--- config.mk ---
export PLATFORM = sky130hd
export DESIGN_NAME = lbist_ctrl
export DESIGN_NICKNAME = d
export VERILOG_FILES = /design/src/rtl/lbist_pkg.sv /design/src/rtl/lbist_prpg.sv /design/src/rtl/lbist_misr.sv /design/src/rtl/lbist_core_stub.sv /design/src/rtl/lbist_seq.sv /design/src/rtl/lbist_ctrl.sv
export SDC_FILE = /design/constraint.sdc
export NUM_CORES = 1
export LEC_CHECK = 0
export BUFFER_PORTS_ARGS = -buffer_cell sky130_fd_sc_hd__buf_2
export CORE_ASPECT_RATIO = 2
export CORE_MARGIN = 2
export CORE_UTILIZATION = 40
export CTS_CLUSTER_DIAMETER = 200
export DETAILED_ROUTE_END_ITERATION = 6
export PLACE_DENSITY = 0.57
export SLEW_MARGIN = 5
export SYNTH_ARGS = -nofsm -noshare
export SYNTH_HDL_FRONTEND = slang
export SYNTH_HIERARCHICAL = 1
export SYNTH_SLANG_ARGS = --single-unit
--- constraint.sdc ---
create_clock -name clk -period 6.02 [get_ports clk]
set_input_delay 1.204 -clock clk [delete_from_list [all_inputs] [get_ports clk]]
set_output_delay 1.204 -clock clk [all_outputs]
set_load 0.05 [all_outputs]
--- src/rtl/lbist_pkg.sv ---
package lbist_pkg;
  typedef enum logic [2:0] {
    ST_IDLE, ST_ISO, ST_FLUSH1, ST_LOAD, ST_RUN, ST_FLUSH2
  } seq_state_e;

  localparam logic [1:0] ADDR_STATUS = 2'd0;
  localparam logic [1:0] ADDR_COUNT  = 2'd1;
  localparam logic [1:0] ADDR_PRPG   = 2'd2;
  localparam logic [1:0] ADDR_SIG    = 2'd3;
endpackage

--- src/rtl/lbist_prpg.sv ---
module lbist_prpg #(
  parameter int          W        = 32,
  parameter logic [W-1:0] TAPS    = 32'h8020_0003,
  parameter logic [W-1:0] SEED_DEF = 32'hACE1_2468
) (
  input  logic         clk,
  input  logic         rst_n,
  input  logic         wr,
  input  logic [W-1:0] wdata,
  input  logic         load_def,
  input  logic         step,
  output logic [W-1:0] q
);
  logic fb;
  assign fb = ^(q & TAPS);

  always_ff @(posedge clk or negedge rst_n) begin
    if (!rst_n)        q <= SEED_DEF;
    else if (load_def) q <= SEED_DEF;
    else if (step)     q <= {q[W-2:0], fb};
    else if (wr)       q <= wdata;
  end
endmodule

--- src/rtl/lbist_misr.sv ---
module lbist_misr #(
  parameter int           W        = 32,
  parameter logic [W-1:0] TAPS     = 32'h8020_0003,
  parameter logic [W-1:0] SEED_DEF = 32'hFFFF_FFFF
) (
  input  logic         clk,
  input  logic         rst_n,
  input  logic         wr,
  input  logic [W-1:0] wdata,
  input  logic         load_def,
  input  logic         step,
  input  logic [W-1:0] resp,
  output logic [W-1:0] q
);
  logic fb;
  assign fb = ^(q & TAPS);

  always_ff @(posedge clk or negedge rst_n) begin
    if (!rst_n)        q <= SEED_DEF;
    else if (load_def) q <= SEED_DEF;
    else if (step)     q <= {q[W-2:0], fb} ^ resp;
    else if (wr)       q <= wdata;
  end
endmodule

--- src/rtl/lbist_core_stub.sv ---
module lbist_core_stub #(
  parameter int           W    = 32,
  parameter logic [W-1:0] MASK = 32'h5A5A_C3C3
) (
  input  logic         clk,
  input  logic         rst_n,
  input  logic         flush,
  input  logic         iso,
  input  logic [W-1:0] func_in,
  input  logic [W-1:0] prpg,
  output logic [W-1:0] func_out,
  output logic         func_oe,
  output logic [W-1:0] resp
);
  localparam int H = W / 2;
  logic [W-1:0] core_q;
  logic [W-1:0] core_in;

  assign core_in = iso ? '0 : func_in;

  always_ff @(posedge clk or negedge rst_n) begin
    if (!rst_n)     core_q <= '0;
    else if (flush) core_q <= '0;
    else            core_q <= core_in;
  end

  assign func_out = core_q;
  assign func_oe  = ~iso;
  assign resp     = {prpg[H-1:0], prpg[W-1:H]} ^ MASK ^ core_q;
endmodule

--- src/rtl/lbist_seq.sv ---
module lbist_seq
  import lbist_pkg::*;
#(
  parameter int CW        = 32,
  parameter int DEF_COUNT = 83264,
  parameter int FLUSH_LEN = 4
) (
  input  logic          clk,
  input  logic          rst_n,
  input  logic          start,
  input  logic          start_user,
  input  logic          cnt_wr,
  input  logic [CW-1:0] cnt_wdata,
  output logic          busy,
  output logic          io_iso,
  output logic          flush,
  output logic          load_def,
  output logic          run_step,
  output logic          user_mode,
  output logic          fin,
  output logic [CW-1:0] cnt_q
);
  localparam int FW = (FLUSH_LEN > 1) ? $clog2(FLUSH_LEN) : 1;
  localparam logic [FW-1:0] FLAST = FW'(FLUSH_LEN - 1);

  seq_state_e    st;
  logic [FW-1:0] fcnt;

  always_ff @(posedge clk or negedge rst_n) begin
    if (!rst_n) begin
      st        <= ST_IDLE;
      fcnt      <= '0;
      cnt_q     <= '0;
      user_mode <= 1'b0;
    end else begin
      case (st)
        ST_IDLE: begin
          if (start) begin
            st        <= ST_ISO;
            user_mode <= start_user;
          end else if (cnt_wr) begin
            cnt_q <= cnt_wdata;
          end
        end
        ST_ISO: begin
          st   <= ST_FLUSH1;
          fcnt <= '0;
        end
        ST_FLUSH1: begin
          if (fcnt == FLAST) st <= ST_LOAD;
          else               fcnt <= fcnt + FW'(1);
        end
        ST_LOAD: begin
          if (!user_mode) cnt_q <= CW'(DEF_COUNT);
          st <= ST_RUN;
        end
        ST_RUN: begin
          if (cnt_q == '0) begin
            st   <= ST_FLUSH2;
            fcnt <= '0;
          end else begin
            cnt_q <= cnt_q - CW'(1);
          end
        end
        ST_FLUSH2: begin
          if (fcnt == FLAST) st <= ST_IDLE;
          else               fcnt <= fcnt + FW'(1);
        end
        default: st <= ST_IDLE;
      endcase
    end
  end

  assign busy     = (st != ST_IDLE);
  assign io_iso   = busy;
  assign flush    = (st == ST_FLUSH1) || (st == ST_FLUSH2);
  assign load_def = (st == ST_LOAD) && !user_mode;
  assign run_step = (st == ST_RUN) && (cnt_q != '0);
  assign fin      = (st == ST_FLUSH2) && (fcnt == FLAST);
endmodule

--- src/rtl/lbist_ctrl.sv ---
module lbist_ctrl
  import lbist_pkg::*;
#(
  parameter int           W         = 32,
  parameter int           DEF_COUNT = 83264,
  parameter int           FLUSH_LEN = 4,
  parameter logic [W-1:0] TAPS      = 32'h8020_0003,
  parameter logic [W-1:0] PRPG_DEF  = 32'hACE1_2468,
  parameter logic [W-1:0] SIG_DEF   = 32'hFFFF_FFFF,
  parameter logic [W-1:0] RESP_MASK = 32'h5A5A_C3C3
) (
  input  logic         clk,
  input  logic         rst_n,
  input  logic         start,
  input  logic         start_user,
  input  logic         reg_wr,
  input  logic         reg_rd,
  input  logic [1:0]   reg_addr,
  input  logic [W-1:0] reg_wdata,
  output logic [W-1:0] reg_rdata,
  output logic         busy,
  output logic         io_isolate,
  output logic         flush_rst,
  input  logic [W-1:0] func_in,
  output logic [W-1:0] func_out,
  output logic         func_oe
);
  logic         load_def, run_step, user_mode, fin, done_q;
  logic [W-1:0] cnt_val, prpg_q, sig_q, resp;
  logic         wr_ok;
  logic [W-1:0] status_idle;

  assign wr_ok = reg_wr && !busy;

  lbist_seq #(.CW(W), .DEF_COUNT(DEF_COUNT), .FLUSH_LEN(FLUSH_LEN)) u_seq (
    .clk(clk), .rst_n(rst_n), .start(start), .start_user(start_user),
    .cnt_wr(wr_ok && reg_addr == ADDR_COUNT), .cnt_wdata(reg_wdata),
    .busy(busy), .io_iso(io_isolate), .flush(flush_rst), .load_def(load_def),
    .run_step(run_step), .user_mode(user_mode), .fin(fin), .cnt_q(cnt_val)
  );

  lbist_prpg #(.W(W), .TAPS(TAPS), .SEED_DEF(PRPG_DEF)) u_prpg (
    .clk(clk), .rst_n(rst_n), .wr(wr_ok && reg_addr == ADDR_PRPG),
    .wdata(reg_wdata), .load_def(load_def), .step(run_step), .q(prpg_q)
  );

  lbist_core_stub #(.W(W), .MASK(RESP_MASK)) u_core (
    .clk(clk), .rst_n(rst_n), .flush(flush_rst), .iso(io_isolate),
    .func_in(func_in), .prpg(prpg_q), .func_out(func_out),
    .func_oe(func_oe), .resp(resp)
  );

  lbist_misr #(.W(W), .TAPS(TAPS), .SEED_DEF(SIG_DEF)) u_misr (
    .clk(clk), .rst_n(rst_n), .wr(wr_ok && reg_addr == ADDR_SIG),
    .wdata(reg_wdata), .load_def(load_def), .step(run_step),
    .resp(resp), .q(sig_q)
  );

  // Status word when idle: busy=0, done, last mode; even parity in the top bit.
  always_comb begin
    status_idle      = '0;
    status_idle[1]   = done_q;
    status_idle[2]   = user_mode;
    status_idle[W-1] = ^status_idle[W-2:0];
  end

  always_ff @(posedge clk or negedge rst_n) begin
    if (!rst_n) begin
      done_q    <= 1'b0;
      reg_rdata <= '0;
    end else begin
      if (fin) done_q <= 1'b1;
      else if (reg_rd && reg_addr == ADDR_STATUS && !busy) done_q <= 1'b0;
      if (reg_rd) begin
        case (reg_addr)
          ADDR_STATUS: reg_rdata <= busy ? W'(1) : status_idle;
          ADDR_COUNT:  reg_rdata <= cnt_val;
          ADDR_PRPG:   reg_rdata <= prpg_q;
          default:     reg_rdata <= sig_q;
        endcase
      end
    end
  end
endmodule

==> impl_metrics.yaml <==
global_routing:
  gr-total-overflow: 0
  grt_pass1_vias: 7881
  grt_usage_pct: 24.25
  grt_pass1_wl_um: 47470
  grt_max_degree: 87
  antenna_found_initial: 1
timing:
  min_period_over_period_pct: 58.72
  final-max-slew-violation-count: 0
  setup_viol: 0
  final_hold_viol_count: 0
  tns_ns: 0
  rsz0062_at_grt: "false"
  fmaxAchievable_mhz: 282.9
  period_minus_slack_ns: 3.535
  finClkSkew_ns: 0.01434
  relSlewSlack_pct: 26.92
  worst_pin_slew_ns: 1.090
  fin_ws_ns: 2.485
clock_tree:
  cts_tree: "yes"
  clockBufferDepth: 2
  numCtsBuffers: 17
  cts.clk_slew.worst_paths_ns: 0.06
  cts-htree-levels: 4
  postCtsSetupRepairBufs: 0
  numClockSinks: 167
  cts_resized: 0
  hold_buffers: 0
  clk_latency_ns: 0.45
  cts-root-buf: "clkbuf_16"
worst_setup_path:
  critical-path-top-delay-family: "buffers and inverters"
  worstSetupEndpointType: "output pin"
  path_max_fanout: 33
  max_stage_delay_ns: 0.54
  r2r_end: "u_prpg/q[7]$_DFFE_PN0P_"
  crit_path_top_delay_cell: "dfrtp_1"
  crit_chain: "inv_1 > mux2i_4 > buf_4 > buf_2"
  reg2regPathDepth: 8
  r2r_setup_slack_ns: 2.79
  critPathKind: "reg2out"
  startpoint_type: "flop"
  cp.required_ns: 4.82
  r2r-start: "u_seq/cnt_q[21]$_DFFE_PN0P_"
  arrival_ns: 2.33
  path_buf_inv: 3
synth:
  ys_types: 75
  synthArstFlopShare_pct: 100.0
  netlist_area_um2: 9996
  syn_nets: 1009
  ys_warn_count: 6
  ys.flop_type: "dfrtp_1"
  synth_seq_area_share_pct: 42.37
  synth_edf_count: 0
  syn_avg_cell_area_um2: 10.70
  netlist_instances: 934
  ys_seq_elements: 167
drt:
  wirelength_um: 31090
  routedWlPerCell_um: 22.55
  dr.pass1.iters: 7
  drc_errors: 0
  viasPerCell: 5.644
  first_iter_violations: 538
  antenna_left: 0
  vias: 7783
die:
  die_w_um: 115.8
  die-area_um2: 26350
  io-pin-count: 140
  initial_core_util_pct: 40.76
  die_h_um: 227.6
  core-area_um2: 24530
  std_cell_rows: 81
worst_hold_path:
  whs_endpoint: "reg_rdata[21]$_DFFE_PN0P_"
  hold_path_class: "reg2reg"
  holdPathStages: 2
  min_from: "reg_rdata[21]$_DFFE_PN0P_"
place:
  io_buffer_count: 139
  dp_hpwl_um: 22310
  routabilityCongestion: 0.9374
  pre_cts_slack_ns: 2.297
layout:
  drive_gt1_share_pct: 32.79
  n_fill_cell: 2433
  areaGrowthSynthToFinish_pct: 13.51
  layout.nets: 1108
run:
  drv_cap: 0
pwr:
  power_density_nw_per_um2: 607.3
  ir_worst_vdd_uv: 276.1
  p_leak_uw: 0.004936
run_status:
  status: "complete, no violations"
[worst max-delay path by stage]
stage                             from                       end  slack (ns)  cells after the start
6_report       u_seq/st[2]$_DFFE_PN0P_                 flush_rst        2.49                      4
5_1_grt        u_seq/st[2]$_DFFE_PN0P_                 flush_rst        2.36                      4
4_1_cts        u_seq/st[1]$_DFFE_PN0P_                 flush_rst        2.45                      4
3_5_place_dp               reg_addr[1]  u_misr/q[25]$_DFFE_PN1P_        2.30                      6
3_3_place_gp               reg_addr[1]   u_misr/q[7]$_DFFE_PN1P_        2.33                      6
2_1_floorplan  u_seq/st[0]$_DFFE_PN0P_                   func_oe        2.79                      7
[through the flow]
| step | hold slack (ns) | utilization [%] | cells | instance area, µm² | power [µW] |
|---|---|---|---|---|---|
| finish | 0.5178 | 46.26 | 1379 | 11350 | 6890 |
| global route | 0.5405 | 46.26 | 1379 | 11350 | 7296 |
| CTS | 0.5222 | 46.25 | 1378 | 11340 | 6904 |
| detailed placement | 0.5076 | 44.03 | 1346 | 10800 | 5830 |
| global placement | 0.5000 | 44.03 | 1346 | 10800 | 5791 |
| floorplan | 0.5127 | - | 934 | 9996 | 4964 |
[final cells by class]
| cell class | count | area (µm²) | share of cell area, % |
|---|---|---|---|
| Timing Repair Buffer | 155 | 822.0 | 7.245 |
| Sequential cell | 167 | 4235 | 37.33 |
| Antenna cell | 1 | 2.502 | 0.02206 |
| Clock inverter | 9 | 77.57 | 0.6837 |
| Clock buffer | 23 | 467.9 | 4.124 |
| Multi-Input combinational cell | 683 | 5291 | 46.64 |
| Inverter | 9 | 33.78 | 0.2977 |
| Tap cell | 332 | 415.4 | 3.661 |
[cell usage in the layout (no fill, tap or decap), types with 11 or more instances in the layout]
| master | count |
|---|---|
| a211o_1 | 32 |
| a21oi_1 | 53 |
| a22oi_1 | 40 |
| a31oi_1 | 12 |
| buf_2 | 138 |
| buf_4 | 16 |
| clkbuf_16 | 17 |
| dfrtp_1 | 122 |
| dfstp_2 | 45 |
| mux2_2 | 32 |
| mux2_4 | 29 |
| mux2i_1 | 68 |
| nand2_1 | 20 |
| nand2b_1 | 21 |
| nor2_1 | 103 |
| nor3_1 | 12 |
| nor3b_2 | 31 |
| o21ai_0 | 22 |
| o21ai_1 | 11 |
| o31ai_1 | 12 |
| xnor2_1 | 20 |
| xor2_1 | 49 |
[power by group]
part,internal [µW],switching (µW)
clock,587,472
sequential,1740,638
combinational,1370,2080
total,3700,3190
[state kept, by name, indices dropped and copies added (netlist names)]
signal / cells
u_misr/q: 32
u_seq/cnt_q: 32
u_seq/fcnt: 2
done_q: 1
u_prpg/q: 32
reg_rdata: 32
u_seq/st: 3
u_seq/user_mode: 1
u_core/func_out: 32
[logic make-up after synthesis]
| kind of cell | count (synthesis) | share of synthesized area (%) |
|---|---|---|
| mux | 131 | 15.10 |
| fa+ha+maj | 3 | 0.3756 |
| simple gates | 253 | 15.17 |
| flops | 167 | 42.37 |
| xor+xnor | 70 | 6.271 |
| compound gates | 226 | 15.48 |
| buf+inv | 84 | 5.232 |
[per-layer routing]
metal	wire [µm]	global-route usage (%)	up-vias
met1	12480	29.50	3866
met4	1045	9.677	0
met2	16240	42.09	256
met3	1330	4.260	57
met5	0	0	-
li1	-	-	3604
[synthesized netlist by cell type, types with 5 or more instances]
| cell type | instances | area share, % |
|---|---|---|
| nand4_1 | 5 | 0.31 |
| mux2i_1 | 69 | 6.9 |
| nand2b_1 | 21 | 1.3 |
| nor3_1 | 12 | 0.60 |
| inv_1 | 9 | 0.34 |
| buf_2 | 13 | 0.65 |
| a21oi_1 | 53 | 2.7 |
| o21ai_1 | 11 | 0.55 |
| o21ai_0 | 22 | 1.1 |
| nor3b_2 | 30 | 3.8 |
| nor3_2 | 5 | 0.50 |
| a211o_1 | 32 | 2.8 |
| o31ai_1 | 12 | 0.90 |
| mux2_2 | 32 | 3.6 |
| nand3_1 | 9 | 0.45 |
| mux2_4 | 29 | 4.4 |
| nand2_1 | 21 | 0.79 |
| clkbuf_1 | 28 | 1.1 |
| buf_4 | 13 | 0.98 |
| a31oi_1 | 12 | 0.75 |
| nor3b_1 | 5 | 0.38 |
| nor2_1 | 105 | 3.9 |
| dfstp_2 | 45 | 12 |
| buf_6 | 13 | 1.5 |
| dfrtp_1 | 122 | 31 |
| nor4_1 | 8 | 0.50 |
| xnor2_1 | 20 | 1.8 |
| xor2_1 | 49 | 4.3 |
| a22oi_1 | 40 | 3.0 |
[tightest hold or removal path, stage by stage (launching register included)]
cell and delay, ns:
dfrtp_1 0.34, nor2_1 0.04, a21oi_1 0.10
No activity file was read; power rests on OpenSTA's default activity.
